File: src/rtl/fifo_pwm.sv
module fifo_pwm #(
  parameter int DATA_W     = 16,
  parameter int PRE_W      = 12,
  parameter int DEPTH      = 4,
  parameter int SWR_CYCLES = 4
) (
  input  logic        clk,
  input  logic        rst_n,
  input  logic        wr_en,
  input  logic [1:0]  addr,
  input  logic [31:0] wdata,
  output logic [31:0] rdata,
  input  logic        ref_tick,
  output logic        pwm_out
);
  localparam int CNT_W = $clog2(DEPTH + 1);
  localparam int PTR_W = $clog2(DEPTH);
  localparam int CW    = DATA_W + 1;
  localparam int SW_W  = $clog2(SWR_CYCLES + 1);
  localparam logic [1:0] A_CTRL = 2'd0, A_STAT = 2'd1, A_SAMP = 2'd2, A_PER = 2'd3;

  logic              en_q, inv_q, ovf_q;
  logic [1:0]        src_q;
  logic [PRE_W-1:0]  pre_q, pre_cnt;
  logic [DATA_W-1:0] per_q, per_act, cur_q;
  logic [CW-1:0]     cnt_q;
  logic [DATA_W-1:0] mem [DEPTH];
  logic [PTR_W-1:0]  rd_ptr, wr_ptr;
  logic [CNT_W-1:0]  fcnt;
  logic [SW_W-1:0]   swr_cnt;

  logic busy, wr_ok, ctrl_wr, swr_req, ctrl_set, stop_req, start;
  logic src_tick, tick, wrap, load, pop, push, push_ok;
  logic [PRE_W-1:0] div_eff;
  logic unused_wdata;

  assign unused_wdata = ^wdata;
  assign busy     = swr_cnt != '0;
  assign wr_ok    = wr_en && !busy;
  assign ctrl_wr  = wr_ok && addr == A_CTRL;
  assign swr_req  = ctrl_wr && wdata[3];
  assign ctrl_set = ctrl_wr && !wdata[3];
  assign stop_req = ctrl_set && !wdata[0];
  assign start    = ctrl_set && wdata[0] && !en_q;
  assign div_eff  = (pre_q == '0) ? PRE_W'(1) : pre_q;

  always_comb begin
    case (src_q)
      2'd0:    src_tick = 1'b0;
      2'd3:    src_tick = ref_tick;
      default: src_tick = 1'b1;
    endcase
  end

  assign tick    = en_q && src_tick && (pre_cnt >= div_eff - PRE_W'(1));
  assign wrap    = tick && (cnt_q >= {1'b0, per_act} + CW'(1));
  assign load    = start || wrap;
  assign pop     = load && fcnt != '0;
  assign push    = wr_ok && addr == A_SAMP;
  assign push_ok = push && fcnt != CNT_W'(DEPTH);

  always_ff @(posedge clk or negedge rst_n) begin
    if (!rst_n) begin
      en_q <= 1'b0; inv_q <= 1'b0; src_q <= '0; pre_q <= '0;
      per_q <= '0; per_act <= '0; cnt_q <= '0; pre_cnt <= '0;
      cur_q <= '0; rd_ptr <= '0; wr_ptr <= '0; fcnt <= '0;
      ovf_q <= 1'b0; swr_cnt <= '0;
    end else if (busy) begin
      swr_cnt <= swr_cnt - SW_W'(1);
      en_q <= 1'b0; inv_q <= 1'b0; src_q <= '0; pre_q <= '0;
      per_q <= '0; per_act <= '0; cnt_q <= '0; pre_cnt <= '0;
      cur_q <= '0; rd_ptr <= '0; wr_ptr <= '0; fcnt <= '0;
      ovf_q <= 1'b0;
    end else begin
      if (swr_req) begin
        swr_cnt <= SW_W'(SWR_CYCLES);
      end else if (ctrl_set) begin
        en_q  <= wdata[0];
        pre_q <= wdata[4 +: PRE_W];
        src_q <= wdata[17:16];
        inv_q <= wdata[18];
      end
      if (wr_ok && addr == A_PER) per_q <= wdata[DATA_W-1:0];

      if (start) begin
        cnt_q   <= '0;
        pre_cnt <= '0;
        per_act <= per_q;
      end else if (en_q && !stop_req) begin
        if (tick) begin
          pre_cnt <= '0;
          cnt_q   <= wrap ? '0 : cnt_q + CW'(1);
          if (wrap) per_act <= per_q;
        end else if (src_tick) begin
          pre_cnt <= pre_cnt + PRE_W'(1);
        end
      end else begin
        cnt_q   <= '0;
        pre_cnt <= '0;
      end

      if (pop) begin
        cur_q  <= mem[rd_ptr];
        rd_ptr <= (rd_ptr == PTR_W'(DEPTH - 1)) ? '0 : rd_ptr + PTR_W'(1);
      end
      if (push_ok)
        wr_ptr <= (wr_ptr == PTR_W'(DEPTH - 1)) ? '0 : wr_ptr + PTR_W'(1);
      if (push && !push_ok) ovf_q <= 1'b1;
      fcnt <= fcnt + CNT_W'(push_ok) - CNT_W'(pop);
    end
  end

  always_ff @(posedge clk) begin
    if (push_ok) mem[wr_ptr] <= wdata[DATA_W-1:0];
  end

  assign pwm_out = en_q ? ((cnt_q < {1'b0, cur_q}) ^ inv_q) : inv_q;

  always_comb begin
    rdata = '0;
    case (addr)
      A_CTRL: begin
        rdata[0]            = en_q;
        rdata[3]            = busy;
        rdata[4 +: PRE_W]   = pre_q;
        rdata[17:16]        = src_q;
        rdata[18]           = inv_q;
      end
      A_STAT: begin
        rdata[CNT_W-1:0] = fcnt;
        rdata[7]         = ovf_q;
      end
      A_SAMP:  rdata[DATA_W-1:0] = cur_q;
      default: rdata[DATA_W-1:0] = per_q;
    endcase
  end


  fifo_bound_chk: assert property (@(posedge clk) disable iff (!rst_n)
    fcnt <= CNT_W'(DEPTH));


  cnt_range_chk: assert property (@(posedge clk) disable iff (!rst_n)
    en_q |-> cnt_q <= {1'b0, per_act} + CW'(1));


  fifo_drain_chk: assert property (@(posedge clk) disable iff (!rst_n)
    (fcnt < $past(fcnt)) && !$past(busy) |-> $past(load));


  ovf_sticky_chk: assert property (@(posedge clk) disable iff (!rst_n)
    ovf_q && !busy |=> ovf_q);


  idle_cnt_chk: assert property (@(posedge clk) disable iff (!rst_n)
    !en_q |-> cnt_q == '0);


  swr_flush_chk: assert property (@(posedge clk) disable iff (!rst_n)
    busy |=> fcnt == '0 && !en_q);
endmodule

File: config.mk
export PLATFORM = sky130hd
export DESIGN_NAME = fifo_pwm
export DESIGN_NICKNAME = d
export VERILOG_FILES = /design/src/rtl/fifo_pwm.sv
export SDC_FILE = /design/constraint.sdc
export NUM_CORES = 1
export LEC_CHECK = 0
export ABC_AREA = 1
export BUFFER_PORTS_ARGS = -buffer_cell sky130_fd_sc_hd__buf_2
export CORE_MARGIN = 1
export CORE_UTILIZATION = 60
export DETAILED_ROUTE_END_ITERATION = 10
export PLACE_DENSITY_LB_ADDON = 0.05
export SYNTH_ARGS = -nofsm -noshare
export SYNTH_HDL_FRONTEND = slang
export SYNTH_SLANG_ARGS = --single-unit
File: constraint.sdc
create_clock -name clk -period 5.5 [get_ports clk]
set_clock_uncertainty 0.05 [all_clocks]
set_input_delay 0.275 -clock clk [delete_from_list [all_inputs] [get_ports clk]]
set_output_delay 0.275 -clock clk [all_outputs]
set_load 0.1 [all_outputs]
==> results of run 1 <==
-- layout by cell type, fill, tap and decap left out, types with 3 or more instances in the layout --
cell / instances
a21oi_1: 29
buf_2: 43
buf_4: 10
clkbuf_16: 17
clkinv_8: 4
conb_1: 13
dfrtp_1: 104
edfxtp_1: 64
ha_1: 55
inv_1: 123
inv_2: 3
inv_6: 3
inv_8: 3
nand2_1: 187
nand2_4: 4
nand3_1: 59
nand4_1: 32
nor2_1: 116
nor3_1: 11
nor3_2: 3
o21a_1: 3
o21ai_0: 67
o21ai_1: 18
o221ai_1: 12
o22ai_1: 25
o22ai_2: 10
xnor2_1: 8
xor2_1: 28
-- critical path: stages, from the launching register on --
cell and delay, ns:
dfrtp_1 0.46, nor4_1 0.33, nand4_1 0.12, nand2_1 0.12
inv_1 0.08, ha_1 0.21, nand3_1 0.14, nor2_1 0.09
nand3_1 0.08, xor2_1 0.16, ha_1 0.24, nand2_1 0.08
inv_1 0.05, a21oi_1 0.13, nand4_1 0.18, nand2_2 0.19
inv_2 0.07, nand2_4 0.10, nand2_4 0.17, nand2_4 0.25
inv_1 0.07, ha_1 0.28, inv_1 0.05, ha_1 0.13
inv_1 0.04, fa_1 0.36, xor2_1 0.16, nor2_1 0.05
-- layout make-up --
cell class / count / area, um^2
clock inverter: 15 / 185.2
multi-input combinational: 708 / 4076
clock buffer: 17 / 425.4
tap: 188 / 235.2
timing repair buffer: 55 / 310.3
inverter: 128 / 480.5
fill: 1214 / 4965
sequential: 168 / 4524
-- registers in the layout, indices dropped and copies added, names as in the netlist, 2 cells and up --
signal	flops
fcnt	3
cnt_q	17
src_q	2
pre_cnt	12
wr_ptr	2
swr_cnt	3
per_act	16
rd_ptr	2
pre_q	12
mem	64
per_q	16
cur_q	16
-- path summary, 6_finish.rpt --
path	from	endpoint	slack, ns
worst max register to register	pre_q[3]$_DFFE_PN0P_	fcnt[2]$_DFF_PN0_	0.92
worst min-delay path	wdata[15]	mem[3][15]$_DFFE_PP_	0.02
max in group asynchronous	rst_n	per_q[12]$_DFFE_PN0P_	3.88
worst max-delay path	pre_q[3]$_DFFE_PN0P_	fcnt[2]$_DFF_PN0_	0.92
worst min register to register	swr_cnt[1]$_DFFE_PN0P_	swr_cnt[1]$_DFFE_PN0P_	0.45
min in group asynchronous	rst_n	cur_q[12]$_DFFE_PN0P_	0.46
-- report_power, final --
| part | leakage, nW | internal, mW | switching [mW] | total [mW] |
|---|---|---|---|---|
| registers | 2.02 | 1.34 | 0.0206 | 1.36 |
| logic | 2.23 | 0.0977 | 0.381 | 0.478 |
| clock network | 0.295 | 0.652 | 0.567 | 1.22 |
-- cells by family (layout without fill, tap and decap cells) --
| family | count (synthesis) | count (layout) | synth area share [%] |
|---|---|---|---|
| AOI/OAI and AO/OA | 177 | 177 | 11.75 |
| xor gates and xnor gates | 36 | 36 | 3.385 |
| adders and majority gates | 57 | 57 | 7.738 |
| buffers and inverters | 175 | 215 | 8.168 |
| DFF | 168 | 168 | 48.58 |
| muxes | 1 | 1 | 0.1075 |
| other | 1 | 13 | 0.04026 |
| and+or+nand+nor | 424 | 424 | 20.23 |
-- timing repair --
item | CTS | global route
hold buffers | 1 | 1
hold endpoints to repair | 68 | 4
setup buffers | 0 | 0
-- metal layers --
metal  up-vias  part of all wire [%]  routed length (um)  GRT usage [%]
li1       3569                     -                   -              -
met1      3473                    45                9965          41.33
met4         0                   2.2                 489          9.993
met2       273                    46               10380          46.34
met5         -                     0                   0              0
met3        35                   6.8                1510          7.507
==> run_results.csv, run 1 <==
group,metric,value,unit
sta,whs,0.02127,ns
detailed_routing,drc,0,
finish,diodes,0,
floorplanning,core-area,15200,um^2
power,power.leakage,4.544,nW
global_route,grt_pass1_vias,6884,
worst_setup_path,cp.arrival,4.85,ns
clock_network,cts.path.max_buffers,2,
power,finalPower,3.055,mW
power,p_per_area,298.4,nW/um^2
placed_design,dp_cells,1245,
finish,final_util,67.34,%
sta,worst_slack,0.9171,ns
worst_setup_path,end_kind,"flop",
logic_synthesis,synth_common_cells,"nand2_1, inv_1, nor2_1, dfrtp_1, o21ai_0",
outcome,outcome,"finished clean",
logic_synthesis,syn_inst,1039,
job,maxCapViolCount,0,
placed_design,dp_hpwl,15780,um
clock_network,cts-root-buf,"clkbuf_16",
global_route,overflow,0,
logic_synthesis,synth_top_cell_by_area,"dfrtp_1",
logic_synthesis,avgSynthCellArea,8.964,um^2
placed_design,placed_cell_area,9607,um^2
sta,finalCriticalPeriod,4.583,ns
placed_design,gp_congestion,0.9095,
clock_network,clock_sinks,168,
floorplanning,die_h,126.6,um
logic_synthesis,synth.distinct_cells,47,
finish,final_area,10240,um^2
sta,setup_tns,0,ns
logic_synthesis,synth_seq_area_share,48.58,%
global_route,antenna_found_initial,0,
global_route,grt_pass1_wl,36140,um
detailed_routing,num_vias,7350,
worst_setup_path,reg2reg_depth,27,
floorplanning,ios,71,
floorplanning,rows,45,
detailed_routing,wl_per_cell,17.47,um
sta,hold_viol_final,0,
detailed_routing,dr.first_iter.drc_count,606,
finish,fin_nets,1173,
sta,clock.fmax,218.2,MHz
logic_synthesis,ys_seq_elements,168,
floorplanning,dieArea,16030,um^2
logic_synthesis,synth.most_common_cell,"nand2_1",
sta,rsz0062_at_grt,"no",
clock_network,clk_latency,0.44,ns
finish,syn_to_final_growth,9.914,%
clock_network,cts_tree,"built",
floorplanning,die_w,126.6,um
logic_synthesis,synth_ff_type,"dfrtp_1",
finish,drive_above_1_share,10.82,%
sta,drv_slew,0,
finish,layout.cells.non_filler,1279,
clock_network,htreeDepth,4,
logic_synthesis,yosys.area.top_type_share,27.94,%
detailed_routing,wl,22350,um
logic_synthesis,synth_edf_count,64,
logic_synthesis,synth.area.top_cells,"dfrtp_1, edfxtp_1, nand2_1",
sta,worst_pin_slew,0.9211,ns
min_path,worstHoldPathType,"in -> reg",
power,ir_drop,528.5,uV
sta,maxSlewHeadroom,38.59,%
placed_design,pre_cts_ws,0.9754,ns
detailed_routing,viasPerCell,5.747,
detailed_routing,firstDrtPassIters,9,
logic_synthesis,synth_area,9314,um^2
clock_network,cts.reportedPaths.clkPinSlew,0.07,ns
floorplanning,initial_core_util,61.27,%
detailed_routing,drtAntennaViolNets,0,
worst_setup_path,path_max_fanout,19,
clock_network,cts_resized,0,
logic_synthesis,yosysWarnings,0,
global_route,grt_max_degree,74,
worst_setup_path,crit_required,5.77,ns
worst_setup_path,criticalPathCategory,"reg -> reg",
global_route,grt_usage,29.92,%
worst_setup_path,start_kind,"flop",
logic_synthesis,async_flop_share,61.90,%
min_path,whs_path_depth,1,
clock_network,numCtsBuffers,17,
placed_design,io_buffer_count,44,
sta,period_share,83.33,%
sta,setup_violations,0,
(Power assumes the default switching activity.)
==> inputs of run 2 (changes only) <==
- clock period: 5.5 -> 4.7 ns (I/O delays scaled with it)
==> run_results.csv, run 2 (same netlist as run 1, synthesis figures left out) <==
group,metric,value,unit
clock_network,cts-root-buf,"clkbuf_16",
job,maxCapViolCount,0,
finish,top_register,"mem",
sta,maxSlewHeadroom,37.04,%
worst_setup_path,reg2reg_depth,31,
finish,syn_to_final_growth,10.92,%
global_route,grt_pass1_vias,7000,
placed_design,dp_hpwl,16010,um
power,p_per_area,340.9,nW/um^2
sta,rsz0062_at_grt,"no",
power,p_int,2.425,mW
global_route,grt_max_degree,74,
floorplanning,ios,71,
placed_design,io_buffer_count,44,
sta,whs,0.01930,ns
finish,final_cell_mix,"nand2_1, inv_1, nor2_1",
placed_design,gp_congestion,0.9200,
worst_setup_path,path_max_fanout,8,
floorplanning,dieArea,16030,um^2
worst_setup_path,cp_common_cell,"inv_1",
sta,period_share,89.41,%
floorplanning,rows,45,
power,power.leakage,4.593,nW
sta,clock.fmax,238.0,MHz
global_route,grt_pass1_wl,36450,um
power,pwr-share-seq,45.1,%
finish,fin_nets,1184,
global_route,antenna_found_initial,0,
finish,diodes,0,
floorplanning,initial_core_util,61.27,%
clock_network,cts.reportedPaths.clkPinSlew,0.07,ns
finish,fillers,1259,
floorplanning,die_h,126.6,um
floorplanning,core-area,15200,um^2
placed_design,placed_cell_area,9622,um^2
worst_setup_path,cp_slowest_cell,"dfrtp_1",
worst_setup_path,criticalPathCategory,"reg -> reg",
power,power.switching,1.096,mW
sta,hold_viol_final,0,
finish,top_regs,"mem: 64 flops, cnt_q: 17 flops",
power,ir_drop,509.4,uV
clock_network,clock_sinks,168,
clock_network,numCtsBuffers,17,
global_route,grt_usage,30.15,%
detailed_routing,drtAntennaViolNets,0,
min_path,whs_path_depth,1,
sta,setup_violations,0,
power,p_clk_share,38.7,%
clock_network,cts_tree,"built",
detailed_routing,dr.first_iter.drc_count,651,
detailed_routing,wl_per_cell,17.51,um
worst_setup_path,cp.arrival,4.46,ns
worst_setup_path,start_kind,"flop",
detailed_routing,viasPerCell,5.745,
placed_design,dp_cells,1247,
worst_setup_path,crit_required,4.96,ns
sta,drv_slew,0,
detailed_routing,firstDrtPassIters,5,
outcome,outcome,"finished clean",
detailed_routing,drc,0,
detailed_routing,wl,22590,um
sta,setup_tns,0,ns
power,combPwrFrac,16.2,%
global_route,overflow,0,
worst_setup_path,critPathMaxStageDelay,0.41,ns
clock_network,htreeDepth,4,
worst_setup_path,end_kind,"flop",
finish,drive_above_1_share,11.80,%
detailed_routing,num_vias,7411,
power,p_sw_share,31.13,%
finish,final_common_cell,"nand2_1",
clock_network,clk_latency,0.43,ns
sta,finalCriticalPeriod,4.202,ns
finish,final_util,67.96,%
min_path,worstHoldPathType,"in -> reg",
finish,final_area,10330,um^2
floorplanning,die_w,126.6,um
clock_network,cts.path.max_buffers,2,
finish,layout.cells.non_filler,1290,
sta,worst_pin_slew,0.9433,ns
finish,largest_register_ffs,64,
## run 2: layout make-up
type                       instances  area, um^2  share of cell area [%]
inverter                         128       480.5                   4.651
tap                              188       235.2                   2.277
sequential                       168        4524                   43.79
clock buffer                      18       429.2                   4.154
clock inverter                    14       143.9                   1.393
multi-input combinational        708        4115                   39.83
timing repair buffer              66       402.9                   3.900
## run 2: through the flow
stage / worst slack [ns] / power [mW]
floorplan: 0.6750 / 2.058
global placement: 0.3932 / 2.164
detailed placement: 0.3160 / 2.175
CTS: 0.2845 / 3.527
global route: 0.03556 / 3.666
finish: 0.4980 / 3.522
## run 2: worst max-delay path, delay by kind of cell (launching register included)
family / cells / cell delay, ns
xor gates and xnor gates: 2 / 0.32
adders and majority gates: 5 / 1.23
buffers and inverters: 7 / 0.41
DFF: 1 / 0.41
and+or+nand+nor: 17 / 1.62
## run 2: path summary, 6_finish.rpt
check,from,endpoint,slack (ns)
setup / recovery,pre_q[2]$_DFFE_PN0P_,fcnt[2]$_DFF_PN0_,0.50
hold / removal,wdata[1],mem[2][1]$_DFFE_PP_,0.02
setup reg to reg,pre_q[2]$_DFFE_PN0P_,fcnt[2]$_DFF_PN0_,0.50
hold reg to reg,per_act[14]$_DFFE_PN0P_,per_act[14]$_DFFE_PN0P_,0.46
max in group asynchronous,rst_n,pre_q[11]$_DFFE_PN0P_,3.11
min in group asynchronous,rst_n,cur_q[12]$_DFFE_PN0P_,0.39
## run 2: layer usage
metal  track usage, %  part of all wire (%)  vias up
met3            5.905                   5.8       35
met4            9.993                   2.4        0
li1                 -                     -     3598
met2            47.51                    47      243
met5                0                     0        -
met1            42.15                    45     3535
## run 2: power groups by stage
stage	clock (mW)	sequential (mW)	combinational, mW
6_report	1.36	1.59	0.570
5_1_grt	1.44	1.59	0.632
4_1_cts	1.37	1.59	0.564
3_5_place_dp	0	1.62	0.556
3_3_place_gp	0	1.62	0.548
2_1_floorplan	0	1.61	0.446
## run 2: repair_timing
item / 4_1_cts / 5_1_grt
setup buffers: 0 / 5
endpoints found under the hold margin: 71 / 0
resized for setup: 0 / 8
setup endpoints to repair: 0 / 2
hold buffers: 6 / 0
